<file path="src/rtl/pga_level_loop.sv">
module pga_level_loop #(
  parameter int SW         = 24,
  parameter int GW         = 6,
  parameter int ATK_UNIT   = 5,
  parameter int DCY_UNIT   = 20,
  parameter int MAX_CODE   = 10,
  parameter int GAIN_RESET = 23,
  parameter int CEIL_BASE  = 15,
  parameter int CEIL_STEP  = 4
) (
  input  logic          clk,
  input  logic          rst_n,
  input  logic          smp_valid,
  input  logic [SW-1:0] smp_left,
  input  logic [SW-1:0] smp_right,
  input  logic [1:0]    chan_sel,
  input  logic [3:0]    target_code,
  input  logic [2:0]    ceil_code,
  input  logic [3:0]    atk_code,
  input  logic [3:0]    dcy_code,
  input  logic          gate_en,
  input  logic [1:0]    gate_mode,
  input  logic [4:0]    gate_code,
  input  logic [GW-1:0] vol_code,
  output logic [GW-1:0] gain_code,
  output logic          mute
);
  localparam int MAXU = (ATK_UNIT > DCY_UNIT) ? ATK_UNIT : DCY_UNIT;
  localparam int CW   = $clog2(MAXU * (1 << MAX_CODE) + 1);

  function automatic logic [SW-1:0] level_of(input logic [5:0] n);
    logic [63:0] k;
    case (n[1:0])
      2'd0:    k = 64'd8388608;
      2'd1:    k = 64'd7058075;
      2'd2:    k = 64'd5938681;
      default: k = 64'd4996775;
    endcase
    return SW'(((k << (SW - 1)) >> 23) >> n[5:2]);
  endfunction

  logic          en, over, gated, dir, step;
  logic [SW-1:0] smp, mag, tgt_lvl, gate_lvl;
  logic [5:0]    tgt_n, gate_n;
  logic [3:0]    atk_eff, dcy_eff;
  logic [CW-1:0] cnt, cnt_nx, len;
  logic [GW-1:0] ceil_lim;

  assign en       = chan_sel[0] ^ chan_sel[1];
  assign smp      = chan_sel[0] ? smp_right : smp_left;
  assign mag      = smp[SW-1] ? (~smp + 1'b1) : smp;
  assign tgt_n    = 6'd19 - {2'b00, target_code};
  assign gate_n   = 6'd51 - {1'b0, gate_code};
  assign tgt_lvl  = level_of(tgt_n);
  assign gate_lvl = level_of(gate_n);
  assign over     = mag > tgt_lvl;
  assign gated    = gate_en && (mag < gate_lvl);
  assign atk_eff  = (atk_code > 4'(MAX_CODE)) ? 4'(MAX_CODE) : atk_code;
  assign dcy_eff  = (dcy_code > 4'(MAX_CODE)) ? 4'(MAX_CODE) : dcy_code;
  assign len      = over ? (CW'(ATK_UNIT) << atk_eff) : (CW'(DCY_UNIT) << dcy_eff);
  assign cnt_nx   = (over != dir) ? CW'(1) : cnt + CW'(1);
  assign step     = cnt_nx >= len;
  assign ceil_lim = GW'(CEIL_BASE + CEIL_STEP * int'(ceil_code));

  always_ff @(posedge clk or negedge rst_n) begin
    if (!rst_n) begin
      gain_code <= GW'(GAIN_RESET);
      mute      <= 1'b0;
      cnt       <= '0;
      dir       <= 1'b0;
    end else if (!en) begin
      gain_code <= vol_code;
      mute      <= 1'b0;
      cnt       <= '0;
    end else if (smp_valid) begin
      mute <= gated && (gate_mode == 2'b01);
      if (gain_code > ceil_lim) begin
        gain_code <= ceil_lim;
        cnt       <= '0;
      end else if (gated) begin
        cnt <= '0;
      end else begin
        dir <= over;
        if (step) begin
          cnt <= '0;
          if (over && gain_code != '0)
            gain_code <= gain_code - 1'b1;
          else if (!over && gain_code < ceil_lim)
            gain_code <= gain_code + 1'b1;
        end else begin
          cnt <= cnt_nx;
        end
      end
    end
  end
endmodule

</file>
<file path="config.mk">
export PLATFORM = sky130hd
export DESIGN_NAME = pga_level_loop
export DESIGN_NICKNAME = d
export VERILOG_FILES = /design/src/rtl/pga_level_loop.sv
export SDC_FILE = /design/constraint.sdc
export NUM_CORES = 1
export LEC_CHECK = 0
export BUFFER_PORTS_ARGS = -buffer_cell sky130_fd_sc_hd__buf_2
export CORE_UTILIZATION = 65
export DETAILED_ROUTE_END_ITERATION = 16
export GPL_ROUTABILITY_DRIVEN = 0
export MAX_ROUTING_LAYER = met4
export PLACE_DENSITY = 0.95
export RECOVER_POWER = 25
export SYNTH_ARGS = -nofsm -noshare
export SYNTH_HDL_FRONTEND = slang
export SYNTH_SLANG_ARGS = --single-unit
export TNS_END_PERCENT = 100
</file>
<file path="constraint.sdc">
create_clock -name clk -period 7.2 [get_ports clk]
set_clock_uncertainty 0.2 [all_clocks]
set_input_delay 0.36 -clock clk [delete_from_list [all_inputs] [get_ports clk]]
set_output_delay 0.36 -clock clk [all_outputs]
set_load 0.1 [all_outputs]
</file>
# Word level (Yosys, flattened, before mapping)
# Cells that the tools add are included.
[word_totals] out_inout_bits=7 elab_cells=68 regBits=23 inputBits=82
[classes] n_bitwise=4 n_lt_le_gt_ge=7 mux=22 n_shift=4 n_reduce_logical=10 addsub=7 n_eq_ne=10
[op_table] op="one-hot mux 24 bit (3 select lines)" n=2
[op_table] op="2-to-1 mux 15 bit" n=7
[op_table] op=">> shifter 41 x 4 -> 24 bit" n=2
[op_table] op="2-to-1 mux 24 bit" n=2
[op_table] op="2-to-1 mux 6 bit" n=7
[op_table] op="adder 24 x 1 -> 24 bit (second input constant)" n=1
[op_table] op="> comparator 24 bit" n=1
[op_table] op="less-than comparator 24 bit" n=1
[op_table] op="inverter 24 bit" n=1
[op_table] op="adder 15 x 1 -> 15 bit (second input constant)" n=1
[op_table] op=">= comparator 15 bit" n=1
[op_table] op="<< shifter 3 x 4 -> 15 bit (first input constant)" n=1
[op_table] op="<< shifter 5 x 4 -> 15 bit (first input constant)" n=1
[op_table] op="> comparator 4 bit (second input constant)" n=2
[op_table] op="2-to-1 mux 4 bit" n=2
[op_table] op="AND reduction 4 bit" n=2
[op_table] op="adder 4 x 5 -> 6 bit (first input constant)" n=1
[op_table] op="adder 6 x 1 -> 6 bit (second input constant)" n=1
[op_table] op="equality test 2 x 1 -> 1 bit (second input constant)" n=3
[op_table] op="> comparator 6 bit" n=1
[op_table] op="less-than comparator 6 bit" n=1
[op_table] op="nonzero test 6 bit" n=1
[op_table] op="subtractor 5 x 4 -> 6 bit (first input constant)" n=1
[op_table] op="subtractor 6 x 1 -> 6 bit (second input constant)" n=1
[op_table] op="other kinds (13)" n=20

# Longest topological paths before layout
# Gate-level depths: netlist of the first run.
[depth] word_depth=14 depth_mapped=38 ltp_nobuf=32

# Least setup slack after synthesis of the first run
# Ideal clock, no wire load.
[synth_path] path_kind="input to register" start="input port chan_sel[0]" end="register cnt[4]" arrival_ns=8.292 setup_time_ns=0.083 path_stages=35 path_slack_ns=-1.375 required_ns=6.917 n_path_buf=6 path_cell_list="buf_2 -> buf_1 -> buf_1 -> clkbuf_1 -> clkbuf_1 -> mux2i_1 -> ha_1 -> nand3_1 -> nor2_1 -> and3_1 -> nor2b_1 -> o211a_1 -> a21oi_1 -> a21oi_1 -> xnor2_1 -> ha_1 -> nand4_1 -> or2_2 -> or4_1 -> mux2i_1 -> mux2i_1 -> nor3_1 -> or2_2 -> clkbuf_1 -> a21oi_1 -> ha_1 -> a21o_1 -> a21o_1 -> a21oi_1 -> o21ai_0 -> a211o_1 -> nor3b_1 -> or3b_4 -> or3_1 -> o21ai_0"
[synth_between] elab_chain_cells=13 elab_cells_between_ends=18 cone_classes="add/sub: 1; order compare: 3; eq/ne: 2; mux: 9; bitwise: 2; reduce/logical: 1"
[synth_rtl] item="start, declared" line="16" rtl="input logic [1:0] chan_sel,"
[synth_rtl] item="2-to-1 mux 24 bit" line="50" rtl="assign smp = chan_sel[0] ? smp_right : smp_left;"
[synth_rtl] item="inverter 24 bit" line="51" rtl="assign mag = smp[SW-1] ? (~smp + 1'b1) : smp;"
[synth_rtl] item="adder 24 x 1 -> 24 bit" line="51"
[synth_rtl] item="2-to-1 mux 24 bit" line="51"
[synth_rtl] item="> comparator 24 bit" line="56" rtl="assign over = mag > tgt_lvl;"
[synth_rtl] item="inequality test 1 bit" line="61" rtl="assign cnt_nx = (over != dir) ? CW'(1) : cnt + CW'(1);"
[synth_rtl] item="2-to-1 mux 15 bit" line="61"
[synth_rtl] item=">= comparator 15 bit" line="62" rtl="assign step = cnt_nx >= len;"
[synth_rtl] item="2-to-1 mux 15 bit" line="84" rtl="if (step) begin"
[synth_rtl] item="2-to-1 mux 15 bit" line="80" rtl="end else if (gated) begin"
[synth_rtl] item="2-to-1 mux 15 bit" line="77" rtl="if (gain_code > ceil_lim) begin"
[synth_rtl] item="2-to-1 mux 15 bit" line="75" rtl="end else if (smp_valid) begin"
[synth_rtl] item="2-to-1 mux 15 bit" line="71" rtl="end else if (!en) begin"
[synth_rtl] item="end signal, assigned" line="91" rtl="cnt <= cnt_nx;"
[synth_rtl] item="end, declared" line="46" rtl="logic [CW-1:0] cnt, cnt_nx, len;"
# Several ways; a longest one is shown, not always the timed one. The select of a mux whose other input is x is not followed.
# A chain may end at the register's enable or synchronous reset.

# Worst setup path in the final report of the first run
# Same ends and word-level chain as after synthesis.

==> flow_summary.ini, run 1 <==
[clock_network]
root_buffer = clkbuf_8
cts_tree = yes
h-tree-depth = 1
cts_buffer_depth = 2
clock-sinks = 23
clock_latency_ns = 0.27
cts_buffers = 3
path_clk_slew_ns = 0.09

[worst_setup_path]
path_max_fanout = 8
cp_common_cell = nor2_2
timing.rr.end = cnt[4]$_DFFE_PN0N_
worstPathRequired_ns = 7.19
rrSetupSlack_ns = 2.65
arrival_ns = 7.11
worst_path_max_delay_cell = or4_4
cp-end-kind = flip-flop
r2r_cells = 20
slowest_delay_ns = 0.54
timing.rr.start = cnt[0]$_DFFE_PN0N_
critPathLaunchType = primary input
critPathKind = primary input to flip-flop

[worst_hold_path]
whs_path_depth = 3
min_from = vol_code[0]
hold_class = primary input to flip-flop
worstHoldEndpoint = gain_code[0]$_DFFE_PN1P_

[placement]
port_buffers = 88
detailed_place.area_sq_um = 7010
place_inst = 1106
hpwl_microns = 14400

[floorplan]
rows = 35
die_y_microns = 101
ios = 89
fp.dieW_microns = 101
start_util = 0.677
core_sq_um = 9330
dieArea_sq_um = 10100

[synthesis]
syn_area_sq_um = 6310
synth_area_leaders = ha_1 16%, dfrtp_1 7.5%, a21oi_1 7.1%
synth_seq_area_share = 0.0919
syn_nets = 1069
synthCells = 907
synth-edff-count = 0
yosysUniqueCellTypes = 76
async_flop_share = 1.00
synth_seq_cells = 23
synth_top_area_share = 0.157
synth-main-ff-cell = dfrtp_1
synth.yosys.warnings = 0
synth.avg_cell_area_sq_um = 6.96
synth_area_leader_cell = ha_1

[routing]
via_per_inst = 6.69
drt_first_pass_iters = 8
ant_nets = 0
drc_errors = 0
vias = 7470
wirelength_microns = 18800
wl_per_cell_microns = 16.8
drt-initial-drc-count = 654

[flow_run]
max_cap_violations = 0

[layout]
fin_area_sq_um = 7190
area_growth_pct = 13.8
drive_gt1_frac = 0.185
final_common_cell = nand2_1
fill_cells = 659
antenna_cells = 0
final_cell_mix = 93 x nand2_1, 92 x nor2_1, 87 x buf_2
final_cells = 1117
final_nets = 1151
fin_util = 0.770

[timing]
finalSetupTns_ns = 0
finalMaxSlewViolations = 0
setup_viol = 0
max_freq_mhz = 140
tightest_slew_ns = 1.26
fin_crit_ns = 7.12
hold_violations = 0
relSlewSlack = 0.157
fin_crit_sh = 0.989
whs_ns = 0.197

[global_route]
grt_util_met3 = 0.0576
grt_max_degree = 37
grtUsageMet1 = 0.439
antenna_found_initial = 0
top_usage_layer = met2
met2_usage = 0.607
grt_first_pass_wirelength_microns = 29500
grt_pass1_vias = 6691
grt_use_total = 0.362
gr-total-overflow = 0

[power_and_ir_drop]
powerDensity_nw_per_um2 = 192
p_leak_uw = 0.00338
peakVddDrop_uv = 141

[run_status]
status = completed
-- logic make-up (layout without fill, tap and decap cells) --
family                   Yosys count  count (layout)  synth area share
AND/OR/NAND/NOR                  347             347             0.267
AO/OA/AOI/OAI                    288             288             0.293
buffers and inverters             82             163            0.0493
adder cells (fa/ha/maj)           80              80             0.160
multiplexers                      50              50            0.0874
XOR/XNOR                          37              37            0.0513
flip-flops                        23              23            0.0919
-- stage by stage --
step	setup WS (ns)	total power (uW)
3_3_place_gp	0.164	1210
4_1_cts	0.144	1330
6_report	0.0822	1380
3_5_place_dp	-0.119	1250
5_1_grt	-0.241	1490
2_1_floorplan	0.00803	1010
-- worst max-delay path: cells and delay by family --
| kind | cells | cell delay (ns) |
|---|---|---|
| XOR/XNOR | 1 | 0.13 |
| AO/OA/AOI/OAI | 9 | 1.62 |
| AND/OR/NAND/NOR | 16 | 3.61 |
| multiplexers | 2 | 0.58 |
| adder cells (fa/ha/maj) | 2 | 0.60 |
| buffers and inverters | 2 | 0.20 |
-- power by group --
part / leakage, uW / switching, uW / internal [uW] / total [uW]
Clock: 0.0000255 / 43.4 / 38.7 / 82.1
Combinational: 0.00305 / 688 / 417 / 1100
Sequential: 0.000301 / 32.2 / 160 / 192
Total: 0.00338 / 764 / 615 / 1380
-- layout make-up --
class / count / area, sq um / area share
Multi-Input combinational cell: 802 / 5560 / 0.773
Timing Repair Buffer: 122 / 704 / 0.0980
Sequential cell: 23 / 581 / 0.0808
Tap cell: 129 / 161 / 0.0225
Inverter: 37 / 139 / 0.0193
Clock buffer: 3 / 41.3 / 0.00575
Clock inverter: 1 / 5.00 / 0.000696
-- repair_timing --
action | in CTS | in global routing
endpoints found under the hold margin | 19 | 0
resized for setup | 0 | 19
hold buffers | 1 | 0
setup buffers | 0 | 6
setup endpoints to repair | 0 | 17
-- registers in the layout, indices dropped and copies added, names as in the netlist --
name	flops
gain_code	6
mute	1
dir	1
cnt	15
-- worst max path at each step --
stage | from | to | cells after the start
after floorplan | chan_sel[0] | cnt[4]$_DFFE_PN0N_ | 35
after global placement | chan_sel[0] | cnt[11]$_DFFE_PN0N_ | 31
after global routing | chan_sel[0] | cnt[4]$_DFFE_PN0N_ | 32
final | chan_sel[0] | cnt[4]$_DFFE_PN0N_ | 32
after detailed placement | chan_sel[0] | cnt[2]$_DFFE_PN0N_ | 31
after CTS | chan_sel[0] | cnt[2]$_DFFE_PN0N_ | 31
-- cells in the mapped netlist (4+ instances only) --
cell type,instances
o31ai_1,4
buf_1,5
a41oi_1,4
inv_1,36
nor3_1,30
o32ai_1,4
dfrtp_1,19
nand4_1,13
o22ai_1,6
xnor2_1,24
o21a_1,5
nand2_1,93
or4_1,6
o21ai_0,61
ha_1,79
nor3b_1,12
mux2_2,10
a21o_1,32
and3_1,10
mux2i_1,36
nor2_1,96
a31oi_1,16
nor2b_1,6
or3_1,6
nor4_1,8
dfstp_2,4
nand2b_1,12
and2_1,4
xor2_1,13
o211ai_1,6
a211oi_1,9
clkbuf_1,37
nand3_1,25
a21oi_1,89
a22oi_1,4
or2_2,15
-- metal layers --
layer | routed length (microns) | share of wire
met1 | 7660 | 0.41
met2 | 8840 | 0.47
met3 | 1510 | 0.080
met4 | 779 | 0.041
met5 | 0 | 0
No activity file was read; power rests on OpenSTA's default activity.
==> inputs of run 2 (changes only) <==
==> constraint.sdc (replaced) <==
create_clock -name clk -period 8.3 [get_ports clk]
set_clock_uncertainty 0.2 [all_clocks]
set_input_delay 0.415 -clock clk [delete_from_list [all_inputs] [get_ports clk]]
set_output_delay 0.415 -clock clk [all_outputs]
set_load 0.1 [all_outputs]
==> flow_summary.ini, run 2 (same netlist as run 1, synthesis figures left out) <==
[placement]
detailed_place.area_sq_um = 6830
hpwl_microns = 14700
port_buffers = 88

[routing]
drc_errors = 0
vias = 7399
wirelength_microns = 18800
drt-initial-drc-count = 748
wl_per_cell_microns = 17.1
ant_nets = 0
drt_first_pass_iters = 6
via_per_inst = 6.73

[timing]
fin_crit_sh = 0.941
fin_crit_ns = 7.81
setup_viol = 0
max_freq_mhz = 128
tightest_slew_ns = 1.24
relSlewSlack = 0.170
finalMaxSlewViolations = 0
hold_violations = 0
rsz0062_at_grt = false

[layout]
area_growth_pct = 9.69
largest_reg_flops = 15
fin_area_sq_um = 6930
drive_gt1_frac = 0.152
final_cell_mix = 96 x nor2_1, 93 x nand2_1, 89 x a21oi_1
final_nets = 1133
reg.largest.list = cnt: 15 flops, gain_code: 6 flops
fin_util = 0.743
final_common_cell = nor2_1
top_register = cnt
antenna_cells = 0

[worst_setup_path]
rrSetupSlack_ns = 3.56
path_max_fanout = 22
r2r_cells = 20
slowest_delay_ns = 0.53
worstPathRequired_ns = 8.29
cp.depth = 27
timing.rr.end = cnt[4]$_DFFE_PN0N_
cp-end-kind = flip-flop
timing.rr.start = cnt[0]$_DFFE_PN0N_
worstSetupEndpoint = cnt[4]$_DFFE_PN0N_
cp_top_family = simple AND/OR/NAND/NOR gates
critPathBufInv = 1
worst_path_max_delay_cell = or4b_1
critPathLaunchType = primary input
cp-startpoint = chan_sel[0]
cp_common_cell = o21ai_0
critPathKind = primary input to flip-flop
arrival_ns = 7.80

[worst_hold_path]
hold_class = primary input to flip-flop

[floorplan]
start_util = 0.677
rows = 35
dieArea_sq_um = 10100
core_sq_um = 9330
die_y_microns = 101
ios = 89
fp.dieW_microns = 101

[clock_network]
root_buffer = clkbuf_8
cts_buffers = 3
clock_latency_ns = 0.27
clock-sinks = 23
path_clk_slew_ns = 0.09
cts_buffer_depth = 2
cts_tree = yes
h-tree-depth = 1

[global_route]
grt_first_pass_wirelength_microns = 30500
antenna_found_initial = 0
grt_pass1_vias = 6727
grt_use_total = 0.378
grt_max_degree = 37
gr-total-overflow = 0

[power_and_ir_drop]
finalPower_uw = 1160
peakVddDrop_uv = 123
powerDensity_nw_per_um2 = 167
p_leak_uw = 0.00328

[run_status]
status = completed

[flow_run]
max_cap_violations = 0
-- run 2: cell count changes in the layout (fill, tap and decap cells not counted), moves of 3 or more --
cell	delta
nor2_2	-3
a21oi_1	+3
nor2_1	+4
buf_4	-16
a21oi_2	-3
-- run 2: worst min-delay path: cells and delay by family --
family                 cells  cell delay, ns
multiplexers               1            0.08
buffers and inverters      1            0.10
AO/OA/AOI/OAI              1            0.12
-- run 2: worst min path at each step --
stage	start	to	slack, ns	depth (start not counted)
2_1_floorplan	rst_n	cnt[0]$_DFFE_PN0N_	-0.08	0
3_3_place_gp	rst_n	cnt[11]$_DFFE_PN0N_	0.21	1
3_5_place_dp	rst_n	cnt[11]$_DFFE_PN0N_	0.21	1
4_1_cts	vol_code[0]	gain_code[0]$_DFFE_PN1P_	0.25	3
5_1_grt	vol_code[0]	gain_code[0]$_DFFE_PN1P_	0.27	3
6_report	vol_code[0]	gain_code[0]$_DFFE_PN1P_	0.25	3
-- run 2: area by class of cell --
class,count,area (sq um)
Clock buffer,3,41.3
Clock inverter,1,5.00
Fill cell,723,2400
Inverter,37,139
Multi-Input combinational cell,802,5440
Sequential cell,23,581
Tap cell,129,161
Timing Repair Buffer,104,562
-- run 2: where the power goes --
part | switching [uW] | internal, uW
Combinational | 585 | 334
Clock | 38.5 | 33.6
Sequential | 26.7 | 139
-- run 2: layer usage --
metal	part of all wire	GRT usage	up-vias
li1	-	-	3511
met1	0.40	0.473	3314
met2	0.47	0.623	485
met3	0.085	0.0416	89
met4	0.042	0.152	0
met5	0	-	-
-- run 2: what timing repair did --
| action | 4_1_cts | 5_1_grt |
|---|---|---|
| buffers inserted | 0 | 3 |
| hold buffers | 1 | 0 |
| setup endpoints to repair | 0 | 16 |
| hold endpoints to repair | 19 | 0 |
| gates resized for setup | 0 | 3 |
-- run 2: through the flow --
step	TNS, ns	hold slack [ns]	setup slack, ns	cells
CTS	0	0.253	0.164	1096
global placement	0	0.208	0.415	1091
detailed placement	-0.0546	0.213	-0.0546	1091
floorplan	0	-0.0806	0.105	907
finish	0	0.251	0.490	1099
global route	0	0.269	0.0271	1099
==> inputs of run 3 (changes only) <==
--- a/config.mk
+++ b/config.mk
@@ -6,11 +6,12 @@
 export NUM_CORES = 1
 export LEC_CHECK = 0
 export BUFFER_PORTS_ARGS = -buffer_cell sky130_fd_sc_hd__buf_2
-export CORE_UTILIZATION = 65
+export CAP_MARGIN = 40
+export CORE_UTILIZATION = 55
 export DETAILED_ROUTE_END_ITERATION = 16
 export GPL_ROUTABILITY_DRIVEN = 0
 export MAX_ROUTING_LAYER = met4
-export PLACE_DENSITY = 0.95
+export PLACE_DENSITY = 0.88
 export RECOVER_POWER = 25
 export SYNTH_ARGS = -nofsm -noshare
 export SYNTH_HDL_FRONTEND = slang
==> constraint.sdc (replaced) <==
create_clock -name clk -period 6.7 [get_ports clk]
set_clock_uncertainty 0.2 [all_clocks]
set_input_delay 0.335 -clock clk [delete_from_list [all_inputs] [get_ports clk]]
set_output_delay 0.335 -clock clk [all_outputs]
set_load 0.1 [all_outputs]
==> flow_summary.ini, run 3 (same netlist as run 1, synthesis figures left out) <==
[floorplan]
fp.dieW_microns = 109
rows = 38
start_util = 0.572
core_sq_um = 11000
die_y_microns = 109
ios = 89
dieArea_sq_um = 11900

[timing]
relSlewSlack = 0.117
fin_crit_sh = 1.02
finalMaxSlewViolations = 0
tightest_slew_ns = 1.32
fin_ws_ns = -0.130
fin_crit_ns = 6.83
whs_ns = 0.201
max_freq_mhz = 146
rsz0062_at_grt = true
hold_violations = 0
setup_viol = 10

[worst_setup_path]
slowest_delay_ns = 0.52
timing.rr.start = cnt[0]$_DFFE_PN0N_
critPathLaunchType = primary input
worstPathRequired_ns = 6.69
path_max_fanout = 8
worst_path_max_delay_cell = or4_4
timing.rr.end = cnt[4]$_DFFE_PN0N_
rrSetupSlack_ns = 2.12
arrival_ns = 6.82
worstSetupEndpoint = cnt[4]$_DFFE_PN0N_
critPathKind = primary input to flip-flop
cp-end-kind = flip-flop
cp-startpoint = chan_sel[0]
r2r_cells = 20

[run_status]
violations = negative setup slack
status = finished, violations left

[placement]
hpwl_microns = 15300
port_buffers = 88

[flow_run]
max_cap_violations = 0

[routing]
ant_nets = 0
wirelength_microns = 20200
wl_met1_microns = 8370
maxUsedRoutingLayer = met4
via_per_inst = 6.47
drt-initial-drc-count = 877
vias = 7619
wl_met2_microns = 9460
drt_first_pass_iters = 8
drc_errors = 0
wl_met3_microns = 1460
wl_per_cell_microns = 17.2

[layout]
reg.largest.list = cnt: 15 flops, gain_code: 6 flops
top_register = cnt
final_cell_mix = 92 x nor2_1, 91 x nand2_1, 86 x buf_2
final_common_cell = nor2_1
drive_gt1_frac = 0.257
area_growth_pct = 24.1
largest_reg_flops = 15
final_nets = 1200
fin_util = 0.710
antenna_cells = 0

[clock_network]
root_buffer = clkbuf_16
clock_latency_ns = 0.26
cts_buffer_depth = 2
path_clk_slew_ns = 0.06
cts_tree = yes
cts_buffers = 3
clock-sinks = 23
h-tree-depth = 1

[power_and_ir_drop]
powerDensity_nw_per_um2 = 213
peakVddDrop_uv = 219
p_leak_uw = 0.00366

[global_route]
grt_pass1_vias = 6977
gr-total-overflow = 0
grt_use_total = 0.339
antenna_found_initial = 0
grt_first_pass_wirelength_microns = 31700
grt_max_degree = 38

[worst_hold_path]
hold_class = primary input to flip-flop
==> run 3: area by class of cell <==
type	instances	area, sq um
clock buffer	4	78.8
fill	835	3190
inverter	37	139
multi-input combinational	803	5740
sequential	23	581
tap	140	175
timing repair buffer	170	1120
==> run 3: worst min path at each step <==
stage                       from                       end  slack [ns]  cells past startpoint
finish               vol_code[5]  gain_code[5]$_DFFE_PN0P_        0.20                      3
global route         vol_code[1]  gain_code[1]$_DFFE_PN1P_        0.23                      3
CTS                 gate_mode[1]          mute$_DFFE_PN0N_        0.21                      4
detailed placement         rst_n       cnt[10]$_DFFE_PN0N_        0.14                      1
global placement           rst_n        cnt[9]$_DFFE_PN0N_        0.13                      1
floorplan                  rst_n        cnt[0]$_DFFE_PN0N_       -0.16                      0
==> run 3: layer usage <==
metal,vias to the layer above,GRT usage
li1,3630,-
met1,3499,0.413
met2,396,0.559
met3,94,0.0442
met4,0,0.142
met5,-,-
==> run 3: through the flow <==
stage                     setup TNS, ns  power, uW  setup WS (ns)  cell area, sq um  std cells
after CTS                             0       1580         0.0151              7590       1169
after global placement            -2.26       1380         -0.219              7430       1159
after detailed placement          -5.92       1420         -0.481              7430       1159
after global routing              -4.35       1800         -0.425              7840       1177
after floorplan                   -2.50       1100         -0.264              6550        907
final                            -0.480       1670         -0.130              7840       1177
==> run 3: timing repair <==
item | CTS | global route
resized for setup | 11 | 45
hold buffers | 1 | 0
gates cloned | 1 | 0
pin swaps | 7 | 24
endpoints found under the hold margin | 19 | 0
setup endpoints to repair | 13 | 19
setup buffers | 4 | 8
==> run 3: where the power goes <==
group | switching [uW] | internal [uW] | leakage, uW | total (uW)
sequential | 38.9 | 172 | 0.000301 | 211
combinational | 784 | 537 | 0.00332 | 1320
clock | 52.3 | 81.4 | 0.0000382 | 134
==> run 3: critical path, delay by kind of cell <==
kind | cells | cell delay [ns]
and+or+nand+nor | 12 | 3.08
AOI/OAI and AO/OA | 9 | 1.52
adders and majority gates | 2 | 0.64
buffers and inverters | 4 | 0.58
muxes | 2 | 0.56
xor gates and xnor gates | 1 | 0.09
